===== src/rtl/oam_copy_pkg.sv =====
package oam_copy_pkg;

  typedef enum logic [1:0] {
    COPY_IDLE  = 2'd0,
    COPY_WAIT  = 2'd1,
    COPY_MOVE  = 2'd2
  } copyState_t;

  typedef struct packed {
    logic loadPage;
    logic rdSlot;
    logic capture;
    logic wrSlot;
    logic advance;
    logic finish;
  } copyStrobes_t;

endpackage


===== src/rtl/oam_copy_ctrl.sv =====
module oam_copy_ctrl
  import oam_copy_pkg::*;
#(
  parameter int STARTUP_CYCLES = 4,
  parameter int SLOT_CYCLES    = 4
) (
  input  logic         clk,
  input  logic         rst_n,
  input  logic         regWrEn,
  input  logic         lastIdx,
  output copyStrobes_t st,
  output logic         busy,
  output logic         done
);

  localparam int MAX_CNT = (STARTUP_CYCLES > SLOT_CYCLES) ? STARTUP_CYCLES : SLOT_CYCLES;
  localparam int TICK_W  = (MAX_CNT > 1) ? $clog2(MAX_CNT) : 1;
  localparam logic [TICK_W-1:0] WAIT_LAST = TICK_W'(STARTUP_CYCLES - 1);
  localparam logic [TICK_W-1:0] SLOT_LAST = TICK_W'(SLOT_CYCLES - 1);

  copyState_t        state;
  logic [TICK_W-1:0] tick;
  logic              inMove;

  assign inMove = (state == COPY_MOVE);

  always_comb begin
    st          = '0;
    st.loadPage = regWrEn;
    st.rdSlot   = inMove && (tick == TICK_W'(0));
    st.capture  = inMove && (tick == TICK_W'(1));
    st.wrSlot   = inMove && (tick == TICK_W'(2));
    st.advance  = inMove && (tick == SLOT_LAST);
    st.finish   = st.advance && lastIdx;
  end

  assign busy = (state != COPY_IDLE);

  always_ff @(posedge clk) begin
    if (!rst_n) begin
      state <= COPY_IDLE;
      tick  <= '0;
      done  <= 1'b0;
    end else begin
      done <= 1'b0;
      if (regWrEn) begin
        state <= COPY_WAIT;
        tick  <= '0;
      end else begin
        unique case (state)
          COPY_WAIT: begin
            if (tick == WAIT_LAST) begin
              state <= COPY_MOVE;
              tick  <= '0;
            end else begin
              tick <= tick + TICK_W'(1);
            end
          end
          COPY_MOVE: begin
            if (tick == SLOT_LAST) begin
              tick <= '0;
              if (lastIdx) begin
                state <= COPY_IDLE;
                done  <= 1'b1;
              end
            end else begin
              tick <= tick + TICK_W'(1);
            end
          end
          default: tick <= '0;
        endcase
      end
    end
  end

  assert_no_rdwr_overlap_R6: assert property (@(posedge clk) disable iff (!rst_n)
    !(st.rdSlot && st.wrSlot));

  assert_wr_after_rd_R5: assert property (@(posedge clk) disable iff (!rst_n)
    st.wrSlot |-> $past(st.rdSlot, 2));

  assert_startup_quiet_R3: assert property (@(posedge clk) disable iff (!rst_n)
    st.loadPage |=> !(st.rdSlot || st.wrSlot));

  assert_done_idle_R7: assert property (@(posedge clk) disable iff (!rst_n)
    done |-> !busy);

  assert_done_pulse_R7: assert property (@(posedge clk) disable iff (!rst_n)
    done |=> !done);

endmodule


===== src/rtl/oam_copy_dpath.sv =====
module oam_copy_dpath
  import oam_copy_pkg::*;
#(
  parameter int          ADDR_W    = 16,
  parameter int          DATA_W    = 8,
  parameter int          BLOCK_LEN = 160,
  parameter logic [15:0] DEST_BASE = 16'hFE00
) (
  input  logic              clk,
  input  logic              rst_n,
  input  copyStrobes_t      st,
  input  logic [DATA_W-1:0] regWrData,
  input  logic [DATA_W-1:0] busRdData,
  output logic [DATA_W-1:0] regRdData,
  output logic [ADDR_W-1:0] busAddr,
  output logic [DATA_W-1:0] busWrData,
  output logic              lastIdx
);

  localparam int OFS_W = ADDR_W - DATA_W;
  localparam int IDX_W = (BLOCK_LEN > 1) ? $clog2(BLOCK_LEN) : 1;
  localparam logic [IDX_W-1:0] IDX_LAST = IDX_W'(BLOCK_LEN - 1);

  logic [DATA_W-1:0] pageReg;
  logic [DATA_W-1:0] holdReg;
  logic [IDX_W-1:0]  idx;
  logic [ADDR_W-1:0] srcAddr;
  logic [ADDR_W-1:0] dstAddr;

  always_ff @(posedge clk) begin
    if (!rst_n) begin
      pageReg <= '0;
      idx     <= '0;
      holdReg <= '0;
    end else begin
      if (st.loadPage) begin
        pageReg <= regWrData;
        idx     <= '0;
      end else if (st.finish) begin
        pageReg <= '0;
        idx     <= '0;
      end else if (st.advance) begin
        idx <= idx + IDX_W'(1);
      end
      if (st.capture) holdReg <= busRdData;
    end
  end

  assign srcAddr   = {pageReg, {OFS_W{1'b0}}} + ADDR_W'(idx);
  assign dstAddr   = ADDR_W'(DEST_BASE) + ADDR_W'(idx);
  assign lastIdx   = (idx == IDX_LAST);
  assign regRdData = pageReg;
  assign busWrData = holdReg;

  always_comb begin
    if (st.rdSlot)      busAddr = srcAddr;
    else if (st.wrSlot) busAddr = dstAddr;
    else                busAddr = '0;
  end

  assert_src_in_block_R4: assert property (@(posedge clk) disable iff (!rst_n)
    st.rdSlot |-> (busAddr[OFS_W-1:0] < OFS_W'(BLOCK_LEN)));

  assert_dst_in_window_R5: assert property (@(posedge clk) disable iff (!rst_n)
    st.wrSlot |-> ((busAddr >= ADDR_W'(DEST_BASE)) &&
                   (busAddr <  ADDR_W'(DEST_BASE) + ADDR_W'(BLOCK_LEN))));

  assert_page_cleared_R7: assert property (@(posedge clk) disable iff (!rst_n)
    (st.finish && !st.loadPage) |=> (regRdData == '0));

endmodule


===== src/rtl/oam_copy_top.sv =====
module oam_copy_top
  import oam_copy_pkg::*;
#(
  parameter int          ADDR_W         = 16,
  parameter int          DATA_W         = 8,
  parameter int          BLOCK_LEN      = 160,
  parameter int          STARTUP_CYCLES = 4,
  parameter int          SLOT_CYCLES    = 4,
  parameter logic [15:0] DEST_BASE      = 16'hFE00
) (
  input  logic              clk,
  input  logic              rst_n,
  input  logic              regWrEn,
  input  logic [DATA_W-1:0] regWrData,
  output logic [DATA_W-1:0] regRdData,
  output logic [ADDR_W-1:0] busAddr,
  output logic              busRdEn,
  input  logic [DATA_W-1:0] busRdData,
  output logic              busWrEn,
  output logic [DATA_W-1:0] busWrData,
  output logic              busy,
  output logic              done
);

  copyStrobes_t st;
  logic         lastIdx;

  oam_copy_ctrl #(
    .STARTUP_CYCLES(STARTUP_CYCLES),
    .SLOT_CYCLES   (SLOT_CYCLES)
  ) ctrl_i (
    .clk    (clk),
    .rst_n  (rst_n),
    .regWrEn(regWrEn),
    .lastIdx(lastIdx),
    .st     (st),
    .busy   (busy),
    .done   (done)
  );

  oam_copy_dpath #(
    .ADDR_W   (ADDR_W),
    .DATA_W   (DATA_W),
    .BLOCK_LEN(BLOCK_LEN),
    .DEST_BASE(DEST_BASE)
  ) dpath_i (
    .clk      (clk),
    .rst_n    (rst_n),
    .st       (st),
    .regWrData(regWrData),
    .busRdData(busRdData),
    .regRdData(regRdData),
    .busAddr  (busAddr),
    .busWrData(busWrData),
    .lastIdx  (lastIdx)
  );

  assign busRdEn = st.rdSlot;
  assign busWrEn = st.wrSlot;

endmodule


===== config.mk =====
export PLATFORM = sky130hd
export DESIGN_NAME = oam_copy_top
export DESIGN_NICKNAME = d
export VERILOG_FILES = /design/src/rtl/oam_copy_pkg.sv /design/src/rtl/oam_copy_ctrl.sv /design/src/rtl/oam_copy_dpath.sv /design/src/rtl/oam_copy_top.sv
export SDC_FILE = /design/constraint.sdc
export NUM_CORES = 1
export LEC_CHECK = 0
export ABC_AREA = 1
export BUFFER_PORTS_ARGS = -buffer_cell sky130_fd_sc_hd__buf_2
export CORE_MARGIN = 4
export CORE_UTILIZATION = 29
export CTS_CLUSTER_SIZE = 28
export DETAILED_ROUTE_END_ITERATION = 6
export GPL_TIMING_DRIVEN = 0
export PLACE_DENSITY_LB_ADDON = 0.15
export SLEW_MARGIN = 20
export SYNTH_ARGS = -nofsm -noshare
export SYNTH_HDL_FRONTEND = slang
export SYNTH_SLANG_ARGS = --single-unit

===== constraint.sdc =====
create_clock -name clk -period 1.6 [get_ports clk]
set_input_delay 0.32 -clock clk [delete_from_list [all_inputs] [get_ports clk]]
set_output_delay 0.32 -clock clk [all_outputs]
set_load 0.02 [all_outputs]

==> impl_metrics.env <==
export IMPL_wl_per_cell_um=11.0
export IMPL_relSlewSlack_pct=72.9
export IMPL_setup_ws_ns=-0.131
export IMPL_period_needed_ns=1.73
export IMPL_cp_data_required_time_ns=1.28
export IMPL_nNetsFinal=286
export IMPL_io_buffers=54
export IMPL_avgSynthCellArea_um2=7.44
export IMPL_drive_gt1_share_pct=45.0
export IMPL_antenna_found_initial=0
export IMPL_clockBufferDepth=2
export IMPL_die_area_mm2=0.00588
export IMPL_rsz0062_at_grt="yes"
export IMPL_worstSetupEndpoint="busAddr[0]"
export IMPL_startpoint_type="flip-flop"
export IMPL_fin_setup_tns_ns=-1.55
export IMPL_reg2reg_to="dpath_i.busWrData[4]$_SDFFE_PN0P_"
export IMPL_power_density_mw_per_mm2=719
export IMPL_fmax_mhz=578
export IMPL_pre_cts_ws_ns=-0.308
export IMPL_tritoncts="built"
export IMPL_p_int_mw=1.18
export IMPL_cts_root_buffer="clkbuf_8"
export IMPL_comb_power_share_pct=8.9
export IMPL_r2r_cells=7
export IMPL_r2r_start="ctrl_i.tick[0]$_SDFF_PP0_"
export IMPL_core_area_mm2=0.00447
export IMPL_routed_via_density=4.36
export IMPL_tightest_slew_ns=0.405
export IMPL_drc=0
export IMPL_power_leakage_nw=0.997
export IMPL_synth_top_cell_area_share_pct=42.4
export IMPL_first_pass_iters=4
export IMPL_p_sw_share_pct=23.4
export IMPL_num_io_pins=55
export IMPL_initial_utilization_pct=30.6
export IMPL_violations="setup timing"
export IMPL_outcome="finished, violations left"
export IMPL_pwr_share_seq_pct=48.3
export IMPL_syn_cell_area_mm2=0.00137
export IMPL_insertion_delay_ns=0.28
export IMPL_ant_nets=0
export IMPL_worstHoldPathType="in2reg"
export IMPL_fin_crit_sh_pct=108
export IMPL_htreeDepth=2
export IMPL_setup_viol=16
export IMPL_grt_pass1_vias=1266
export IMPL_grt_max_degree=11
export IMPL_synth_seq_cells=29
export IMPL_maxSlewViolCount=0
export IMPL_clkTransAtPathRegs_ns=0.06
export IMPL_maxCapViolCount=0
export IMPL_hold_slack_ns=0.243
export IMPL_cts_buffers=5
export IMPL_power_switching_uw=361
export IMPL_ir_drop_mv=0.265
export IMPL_yosys_warnings=0
export IMPL_pwr_share_clk_pct=42.8
export IMPL_globalplace_congestion=0.758
export IMPL_die_h_um=76.7
export IMPL_vias=1361
export IMPL_syn_to_final_growth_pct=57.0
export IMPL_synth_fp_nets=211
export IMPL_grt_pass1_wl_mm=5.79
export IMPL_die_w_um=76.7
export IMPL_end_kind="output port"
export IMPL_critical_path_startpoint="ctrl_i.state[0]$_SDFFE_PN0P_"
export IMPL_rows=24
export IMPL_crit_arrival_ns=1.41
export IMPL_crit_type="reg2out"
export IMPL_drtIter0Drc=72
export IMPL_critPathMaxFanout=8
export IMPL_synth_area_leaders="dfxtp_1, nor2_1, inv_1"
export IMPL_r2r_slack_ns=0.13
export IMPL_yosysTopAreaCell="dfxtp_1"
export IMPL_seq_area_frac_synth_pct=42.4
export IMPL_ys_types=20
export IMPL_cts_sinks=29
export IMPL_grt_overflow_total=0
export IMPL_synthCells=184
export IMPL_skew_ns=0.00346
export IMPL_n_antenna_cell=0
export IMPL_hold_viol_final=0
export IMPL_routed_wl_mm=3.43
export IMPL_grt_usage_pct=12.0
export IMPL_dp_hpwl_mm=2.55
registers in the layout, summed over array words and instances (netlist names):
| signal | count |
|---|---|
| ctrl_i.state | 2 |
| dpath_i.idx | 8 |
| dpath_i.regRdData | 8 |
| ctrl_i.done | 1 |
| dpath_i.busWrData | 8 |
| ctrl_i.tick | 2 |
worst max-delay path: stages (launching register included):
cell and delay [ns]:
dfxtp_2 0.33, inv_2 0.05, ha_4 0.19, nand2_4 0.08, inv_4 0.04, nor2_4 0.12
buf_12 0.15, nor2_2 0.04, buf_6 0.12
per-stage QoR:
stage | power (mW) | utilization, % | std cells | area (um2)
floorplan | 0.830 | - | 184 | 1390
global placement | 0.879 | 38.6 | 290 | 1730
detailed placement | 0.879 | 38.6 | 290 | 1730
CTS | 1.56 | 45.8 | 308 | 2050
global route | 1.62 | 48.0 | 312 | 2150
finish | 1.54 | 48.0 | 312 | 2150
how the worst min path moves through the flow:
stage | from | endpoint | cells after the start
after detailed placement | dpath_i.idx[6]$_SDFFE_PP0P_ | dpath_i.idx[6]$_SDFFE_PP0P_ | 2
after global routing | regWrData[4] | dpath_i.regRdData[4]$_SDFFE_PN0P_ | 3
after global placement | dpath_i.idx[6]$_SDFFE_PP0P_ | dpath_i.idx[6]$_SDFFE_PP0P_ | 2
after CTS | regWrData[4] | dpath_i.regRdData[4]$_SDFFE_PN0P_ | 3
final | regWrData[4] | dpath_i.regRdData[4]$_SDFFE_PN0P_ | 3
after floorplan | regWrData[0] | dpath_i.regRdData[0]$_SDFFE_PN0P_ | 2
power groups by stage:
stage	registers [mW]	logic (mW)	clock network [mW]
after floorplan	0.776	0.0541	0
after global placement	0.762	0.117	0
after detailed placement	0.762	0.117	0
after CTS	0.746	0.133	0.685
after global routing	0.748	0.154	0.717
final	0.746	0.137	0.662
synthesized netlist by cell type:
cell       n
o21ai_2    5
clkbuf_1   1
ha_1       8
nand4_1    3
nand3_1    4
nand2_2    1
nand3_2    1
nand3b_1   2
a21oi_1    4
nor2_1    36
nor2_4     1
a21oi_2    1
nor2_2     2
dfxtp_1   29
inv_1     32
nand2_4    2
xor2_1     2
buf_8      1
nand2_1   30
o21ai_0   19
placed cells by master, fill, tap and decap left out, types with 5 or more instances in the layout:
| cell type | synthesis | layout |
|---|---|---|
| nor2_2 | 2 | 5 |
| nor2_1 | 36 | 27 |
| clkbuf_8 | 0 | 7 |
| inv_1 | 32 | 27 |
| dfxtp_1 | 29 | 25 |
| nand2_1 | 30 | 27 |
| buf_6 | 0 | 12 |
| o21ai_0 | 19 | 12 |
| buf_4 | 0 | 19 |
| nor2_4 | 1 | 7 |
| o21ai_2 | 5 | 7 |
| o21ai_1 | 0 | 5 |
| buf_2 | 0 | 36 |
final cells by class:
| type | count | area (um2) |
|---|---|---|
| clock buffers | 7 | 96.3 |
| well taps | 52 | 65.1 |
| plain buffers | 2 | 18.8 |
| multi-input cells | 121 | 776 |
| inverters | 32 | 125 |
| fillers | 453 | 2320 |
| clock inverters | 1 | 5.00 |
| flip-flops and latches | 29 | 586 |
| repair buffers | 68 | 478 |
what timing repair did:
action,CTS,global route
pin swaps,4,4
endpoints found under the setup margin,18,25
setup buffers,10,4
hold buffers,0,0
gates cloned,0,0
resized for setup,50,18
cells by family after synthesis:
family | share of synthesized area, %
buffers and inverters | 10.1
xor gates and xnor gates | 1.28
adders and majority gates | 7.31
DFF | 42.4
AOI/OAI and AO/OA | 12.2
and+or+nand+nor | 26.6
per-layer routing:
layer	wire length (um)	up-vias	track usage [%]
met3	189	6	4.80
met1	1590	603	14.9
li1	-	717	-
met5	0	-	0
met2	1610	35	18.9
met4	43	0	3.80
No activity file was read; power rests on OpenSTA's default activity.
